<file path="src/rtl/gpio_pkg.sv">
package gpio_pkg;

  // Latch-changing operation decoded from a register write.
  typedef enum logic [2:0] {
    DOP_NONE  = 3'd0,
    DOP_WRITE = 3'd1,
    DOP_SET   = 3'd2,
    DOP_CLR   = 3'd3,
    DOP_TOG   = 3'd4
  } dop_e;

  localparam logic [4:0] OFF_DATA = 5'h00;
  localparam logic [4:0] OFF_DIR  = 5'h04;
  localparam logic [4:0] OFF_EN   = 5'h08;
  localparam logic [4:0] OFF_SET  = 5'h0C;
  localparam logic [4:0] OFF_CLR  = 5'h10;
  localparam logic [4:0] OFF_TOG  = 5'h14;
  localparam logic [4:0] OFF_CTRL = 5'h18;

  // Next latch value for one operation.
  function automatic logic [31:0] apply_op(input dop_e op,
                                           input logic [31:0] cur,
                                           input logic [31:0] pat);
    logic [31:0] nxt;
    case (op)
      DOP_WRITE: nxt = pat;
      DOP_SET:   nxt = cur | pat;
      DOP_CLR:   nxt = cur & ~pat;
      DOP_TOG:   nxt = cur ^ pat;
      default:   nxt = cur;
    endcase
    return nxt;
  endfunction

  // Read view of the port: latch on outputs, synchronized pin on inputs.
  function automatic logic [31:0] data_view(input logic [31:0] latch,
                                            input logic [31:0] sync,
                                            input logic [31:0] oe);
    return (latch & oe) | (sync & ~oe);
  endfunction

endpackage

</file>
<file path="src/rtl/gpio_reg_decode.sv">
module gpio_reg_decode
  import gpio_pkg::*;
#(
  parameter int N        = 8,
  parameter bit HAS_EN   = 1'b0,
  parameter bit HAS_CTRL = 1'b0
) (
  input  logic         we,
  input  logic         hit,
  input  logic [4:0]   off,
  input  logic [N-1:0] view,
  input  logic [N-1:0] dir,
  input  logic [N-1:0] en,
  input  logic         ctrl,
  output dop_e         op,
  output logic         dir_we,
  output logic         en_we,
  output logic         ctrl_we,
  output logic [N-1:0] rdata
);

  logic wr;
  assign wr = we && hit;

  always_comb begin
    op = DOP_NONE;
    if (wr) begin
      case (off)
        OFF_DATA: op = DOP_WRITE;
        OFF_SET:  op = DOP_SET;
        OFF_CLR:  op = DOP_CLR;
        OFF_TOG:  op = DOP_TOG;
        default:  op = DOP_NONE;
      endcase
    end
  end

  assign dir_we = wr && (off == OFF_DIR);

  generate
    if (HAS_EN) begin : g_en
      assign en_we = wr && (off == OFF_EN);
    end else begin : g_no_en
      assign en_we = 1'b0;
    end
    if (HAS_CTRL) begin : g_ctrl
      assign ctrl_we = wr && (off == OFF_CTRL);
    end else begin : g_no_ctrl
      assign ctrl_we = 1'b0;
    end
  endgenerate

  always_comb begin
    rdata = '0;
    if (hit) begin
      case (off)
        OFF_DATA: rdata = view;
        OFF_DIR:  rdata = dir;
        OFF_EN:   rdata = HAS_EN ? en : '0;
        OFF_CTRL: rdata = HAS_CTRL ? N'(ctrl) : '0;
        default:  rdata = '0;
      endcase
    end
  end

endmodule

</file>
<file path="src/rtl/gpio_in_sync.sv">
module gpio_in_sync #(
  parameter int N      = 8,
  parameter int STAGES = 2
) (
  input  logic         clk,
  input  logic         rst_n,
  input  logic [N-1:0] d,
  output logic [N-1:0] q
);

  logic [N-1:0] stg [STAGES];

  always_ff @(posedge clk or negedge rst_n) begin
    if (!rst_n) stg[0] <= '0;
    else        stg[0] <= d;
  end

  for (genvar s = 1; s < STAGES; s++) begin : g_stage
    always_ff @(posedge clk or negedge rst_n) begin
      if (!rst_n) stg[s] <= '0;
      else        stg[s] <= stg[s-1];
    end
  end

  assign q = stg[STAGES-1];

endmodule

</file>
<file path="src/rtl/gpio_pin_ctl.sv">
module gpio_pin_ctl #(
  parameter int N = 8
) (
  input  logic         own_sel,
  input  logic [N-1:0] lb_en,
  input  logic [N-1:0] lb_dir,
  input  logic [N-1:0] pb_dir,
  output logic [N-1:0] own_lb,
  output logic [N-1:0] oe
);

  for (genvar i = 0; i < N; i++) begin : g_pin
    assign own_lb[i] = own_sel & lb_en[i];
    assign oe[i]     = own_lb[i] ? lb_dir[i] : pb_dir[i];
  end

endmodule

</file>
<file path="src/rtl/dual_bus_gpio.sv">
module dual_bus_gpio
  import gpio_pkg::*;
#(
  parameter int          N       = 8,
  parameter logic [31:0] LB_BASE = 32'h00C0_0000
) (
  input  logic         clk,
  input  logic         rst_n,
  input  logic         pb_we,
  input  logic [4:0]   pb_addr,
  input  logic [N-1:0] pb_wdata,
  output logic [N-1:0] pb_rdata,
  input  logic         lb_we,
  input  logic [31:0]  lb_addr,
  input  logic [N-1:0] lb_wdata,
  output logic [N-1:0] lb_rdata,
  input  logic [N-1:0] pin_in,
  output logic [N-1:0] pin_out,
  output logic [N-1:0] pin_oe
);

  localparam int WIN_LSB = 5;

  logic [N-1:0] port_q, pb_dir_q, lb_dir_q, lb_en_q;
  logic         own_sel;
  logic [N-1:0] sync_in, view, own_lb;

  dop_e pb_op, lb_op, win_op;
  logic pb_dir_we, pb_en_we, pb_ctrl_we;
  logic lb_dir_we, lb_en_we, lb_ctrl_we;
  logic lb_hit;

  // Named events for the checker.
  logic pb_dv, lb_dv, lb_wins, pb_drop, lb_drop;
  logic [N-1:0] win_pat, port_d;

  assign lb_hit = (lb_addr[31:WIN_LSB] == LB_BASE[31:WIN_LSB]);

  gpio_in_sync #(.N(N), .STAGES(2)) u_sync (
    .clk(clk), .rst_n(rst_n), .d(pin_in), .q(sync_in)
  );

  gpio_pin_ctl #(.N(N)) u_pins (
    .own_sel(own_sel), .lb_en(lb_en_q), .lb_dir(lb_dir_q),
    .pb_dir(pb_dir_q), .own_lb(own_lb), .oe(pin_oe)
  );

  assign view = N'(data_view(32'(port_q), 32'(sync_in), 32'(pin_oe)));

  gpio_reg_decode #(.N(N), .HAS_EN(1'b0), .HAS_CTRL(1'b1)) u_pb_dec (
    .we(pb_we), .hit(1'b1), .off(pb_addr), .view(view), .dir(pb_dir_q),
    .en('0), .ctrl(own_sel), .op(pb_op), .dir_we(pb_dir_we),
    .en_we(pb_en_we), .ctrl_we(pb_ctrl_we), .rdata(pb_rdata)
  );

  gpio_reg_decode #(.N(N), .HAS_EN(1'b1), .HAS_CTRL(1'b0)) u_lb_dec (
    .we(lb_we), .hit(lb_hit), .off(lb_addr[WIN_LSB-1:0]), .view(view),
    .dir(lb_dir_q), .en(lb_en_q), .ctrl(1'b0), .op(lb_op),
    .dir_we(lb_dir_we), .en_we(lb_en_we), .ctrl_we(lb_ctrl_we),
    .rdata(lb_rdata)
  );

  // Arbitration of latch-changing writes.
  assign pb_dv   = (pb_op != DOP_NONE);
  assign lb_dv   = (lb_op != DOP_NONE);
  assign lb_wins = lb_dv && (!pb_dv || own_sel);
  assign pb_drop = pb_dv && lb_wins;
  assign lb_drop = lb_dv && !lb_wins;
  assign win_op  = lb_wins ? lb_op : pb_op;
  assign win_pat = lb_wins ? lb_wdata : pb_wdata;
  assign port_d  = N'(apply_op(win_op, 32'(port_q), 32'(win_pat)));

  always_ff @(posedge clk or negedge rst_n) begin
    if (!rst_n) begin
      port_q   <= '0;
      pb_dir_q <= '0;
      lb_dir_q <= '0;
      lb_en_q  <= '0;
      own_sel  <= 1'b0;
    end else begin
      port_q <= port_d;
      if (pb_dir_we)  pb_dir_q <= pb_wdata;
      if (lb_dir_we)  lb_dir_q <= lb_wdata;
      if (lb_en_we)   lb_en_q  <= lb_wdata;
      if (pb_ctrl_we) own_sel  <= pb_wdata[0];
    end
  end

  assign pin_out = port_q;

  logic unused_ok;
  assign unused_ok = ^{pb_en_we, lb_ctrl_we, own_lb, lb_drop};

endmodule

</file>
<file path="config.mk">
export PLATFORM = sky130hd
export DESIGN_NAME = dual_bus_gpio
export DESIGN_NICKNAME = d
export VERILOG_FILES = /design/src/rtl/gpio_pkg.sv /design/src/rtl/gpio_reg_decode.sv /design/src/rtl/gpio_in_sync.sv /design/src/rtl/gpio_pin_ctl.sv /design/src/rtl/dual_bus_gpio.sv
export SDC_FILE = /design/constraint.sdc
export NUM_CORES = 1
export LEC_CHECK = 0
export BUFFER_PORTS_ARGS = -buffer_cell sky130_fd_sc_hd__buf_2
export CORE_ASPECT_RATIO = 1.2
export CORE_MARGIN = 2
export CORE_UTILIZATION = 35
export CTS_BUF_LIST = sky130_fd_sc_hd__clkbuf_16
export CTS_CLUSTER_SIZE = 24
export DETAILED_ROUTE_END_ITERATION = 10
export GPL_TIMING_DRIVEN = 0
export MAX_ROUTING_LAYER = met4
export SLEW_MARGIN = 10
export SYNTH_ARGS = -nofsm -noshare
export SYNTH_HDL_FRONTEND = slang
export SYNTH_SLANG_ARGS = --single-unit
</file>
<file path="constraint.sdc">
create_clock -name clk -period 2.2 [get_ports clk]
set_clock_uncertainty 0.2 [all_clocks]
set_input_delay 0.33 -clock clk [delete_from_list [all_inputs] [get_ports clk]]
set_output_delay 0.33 -clock clk [all_outputs]
set_load 0.01 [all_outputs]
</file>
==> impl_metrics.tcl <==
set metrics [dict create \
    synth_top_area_share_pct 39.7 \
    slowest_delay_ns 0.44 \
    tightestPinTransition_ns 0.782 \
    num_rows 37 \
    p_leak_nw 2.16 \
    fmax_mhz 391 \
    tritoncts "yes" \
    wirelength_mm 9.68 \
    io_buffers 94 \
    maxSlewViolCount 0 \
    fin_cells 540 \
    core_mm2 0.00856 \
    syn2layout_area_growth_pct 48.5 \
    r2r_start "own_sel" \
    grt_pass1_wl_mm 15.5 \
    synth_edf_count 0 \
    n_antenna_cell 0 \
    remaining_drc_errors 0 \
    wl_per_cell_um 17.9 \
    die_height_um 107 \
    cts_made_buffers 5 \
    rsz0062_at_grt "yes" \
    hp-class "in2reg" \
    hold_violations 0 \
    arrival_ns 2.02 \
    status "finished, violations left" \
    worstSetupEndpointType "output pin" \
    ys_ff_latch 49 \
    design.die.area_mm2 0.00960 \
    min_from "pb_wdata[3]" \
    via_per_inst 5.33 \
    antenna_found_initial 0 \
    cts_max_level 2 \
    drtIter0Drc 131 \
    place_ws_ns -0.912 \
    clk_pin_slew_ns 0.06 \
    crit_family "multiplexers" \
    syn_nets 373 \
    initial_core_util_pct 36.1 \
    grt_pass1_vias 3048 \
    cp_cell_sequence "buf_8 -> buf_12 -> nand2_4 -> mux2_4 -> mux2i_4 -> o21ai_1 -> a22oi_1 -> nor2b_1 -> buf_2" \
    period_share_pct 116 \
    dp_hpwl_mm 6.52 \
    dp_cells 505 \
    synthTopCellsByCount "dfrtp_1, nand2_1, mux2_2" \
    setup_ws_ns -0.355 \
    clock_path_buffers 2 \
    insertion_delay_ns 0.29 \
    synth.avg_cell_area_um2 10.6 \
    max_slew_margin_pct 47.5 \
    routabilityCongestion 0.849 \
    setup_violations 32 \
    clock-sinks 49 \
    fin_util_pct 53.6 \
    nNetsFinal 503 \
    ys_types 48 \
    ys_seq_area_share_pct 39.7 \
    ios 97 \
    cap_violations 0 \
    cp-startpoint "own_sel" \
    synth_most_common_cell "dfrtp_1" \
    grt_max_degree 50 \
    fin_hold_ws_ns 0.124 \
    grt_usage_pct 21.0 \
    cp-start-kind "register" \
    synth.cell_area_mm2 0.00309 \
    critical-path-slowest-cell "dfrtp_2" \
    critPathRequiredTime_ns 1.67 \
    async_flop_share_pct 100 \
    final.fill_count 764 \
    yosys_warnings 0 \
    grt-ovfl-total 0 \
    yosys.area.top_type "dfrtp_1" \
    vdd_drop_max_uv 374 \
    p_per_area_mw_per_mm2 583 \
    die_w_um 89.8 \
    vias 2878 \
    fin_crit_ns 2.55 \
    criticalPathCategory "reg2out" \
    synthTopCellsByArea "dfrtp_1, mux2_2, mux2i_1, ha_1, nand2_1" \
    root_buffer "clkbuf_16" \
    dominantRegCellSynth "dfrtp_1" \
    layout-drive-gt1-share_pct 53.7 \
    path_max_fanout 5 \
    cp_num_buf_inv 3 \
    drtAntennaViolNets 0 \
    syn-instance-count 292 \
    first_pass_iters 4 \
    violations "setup timing" \
]
==> layer usage <==
layer  wire, um  track usage, %  vias to the layer above
met4        216            8.68                        0
met1       4240            25.2                     1416
met5          0               -                        -
met2       4770            35.5                       99
met3        451            3.65                       12
li1           -               -                     1351
==> metrics by stage <==
step | TNS [ns] | cell area, um2 | total power, mW
finish | -5.95 | 4590 | 2.67
floorplan | -2.42 | 3110 | 1.46
global route | -8.31 | 4590 | 2.83
global placement | -39.21 | 3730 | 1.71
detailed placement | -24.38 | 3750 | 1.75
CTS | -6.06 | 4420 | 2.62
==> what timing repair did <==
action,in CTS,in global routing
hold buffers,8,1
gates resized for setup,98,27
cloned,1,1
setup buffers,12,5
pin swaps,22,7
endpoints found under the hold margin,8,49
setup endpoints to repair,54,40
==> path summary, 6_finish.rpt <==
check / endpoint / slack (ns) / depth (start not counted)
worst min-delay path: pb_dir_q[3] / 0.12 / 2
min in group asynchronous: u_sync.q[1] / 0.41 / 2
worst max register to register: pin_out[7] / -0.26 / 10
worst min register to register: u_sync.q[4] / 0.15 / 0
max in group asynchronous: own_sel / 0.93 / 2
worst max-delay path: lb_rdata[4] / -0.35 / 9
==> kinds of logic (layout without fill, tap and decap cells) <==
family	count (synthesis)	count (layout)	synth area share (%)
AO/OA/AOI/OAI	61	61	14.4
adder cells (fa/ha/maj)	16	16	6.48
multiplexers	59	59	20.5
buffers and inverters	24	154	3.08
flip-flops	49	49	39.7
XOR/XNOR	2	2	0.567
AND/OR/NAND/NOR	81	82	15.3
==> power by group <==
group | switching [mW] | total [mW] | internal, mW
registers | 0.113 | 1.11 | 1.00
logic | 0.409 | 0.838 | 0.429
clock network | 0.313 | 0.722 | 0.409
total | 0.834 | 2.67 | 1.84
==> area by class of cell <==
type / count / area, um2 / area share (%)
multi-input combinational: 220 / 2200 / 47.9
sequential: 49 / 1230 / 26.8
timing repair buffer: 122 / 752 / 16.4
tap: 117 / 146 / 3.19
clock buffer: 5 / 125 / 2.73
buffer: 11 / 80.1 / 1.75
inverter: 13 / 48.8 / 1.06
clock inverter: 3 / 11.3 / 0.245
==> cells in the final DEF (no fill, tap or decap), drive strengths merged, types with 9 or more instances in the layout <==
| master | netlist | final |
|---|---|---|
| nand2 | 37 | 38 |
| dfrtp | 49 | 49 |
| nor4 | 9 | 9 |
| mux2 | 35 | 35 |
| a21oi | 10 | 10 |
| mux2i | 24 | 24 |
| clkbuf | 7 | 11 |
| buf | 4 | 118 |
| nor2b | 10 | 10 |
| o21ai | 16 | 16 |
| ha | 16 | 16 |
| inv | 13 | 16 |
| dlygate4sd3 | 0 | 9 |
==> registers in the layout (all words and copies together) (netlist names) <==
register,flops
own_sel,1
u_sync.stg,8
u_sync.q,8
pin_out,8
lb_dir_q,8
pb_dir_q,8
lb_en_q,8
(Power assumes the default switching activity.)
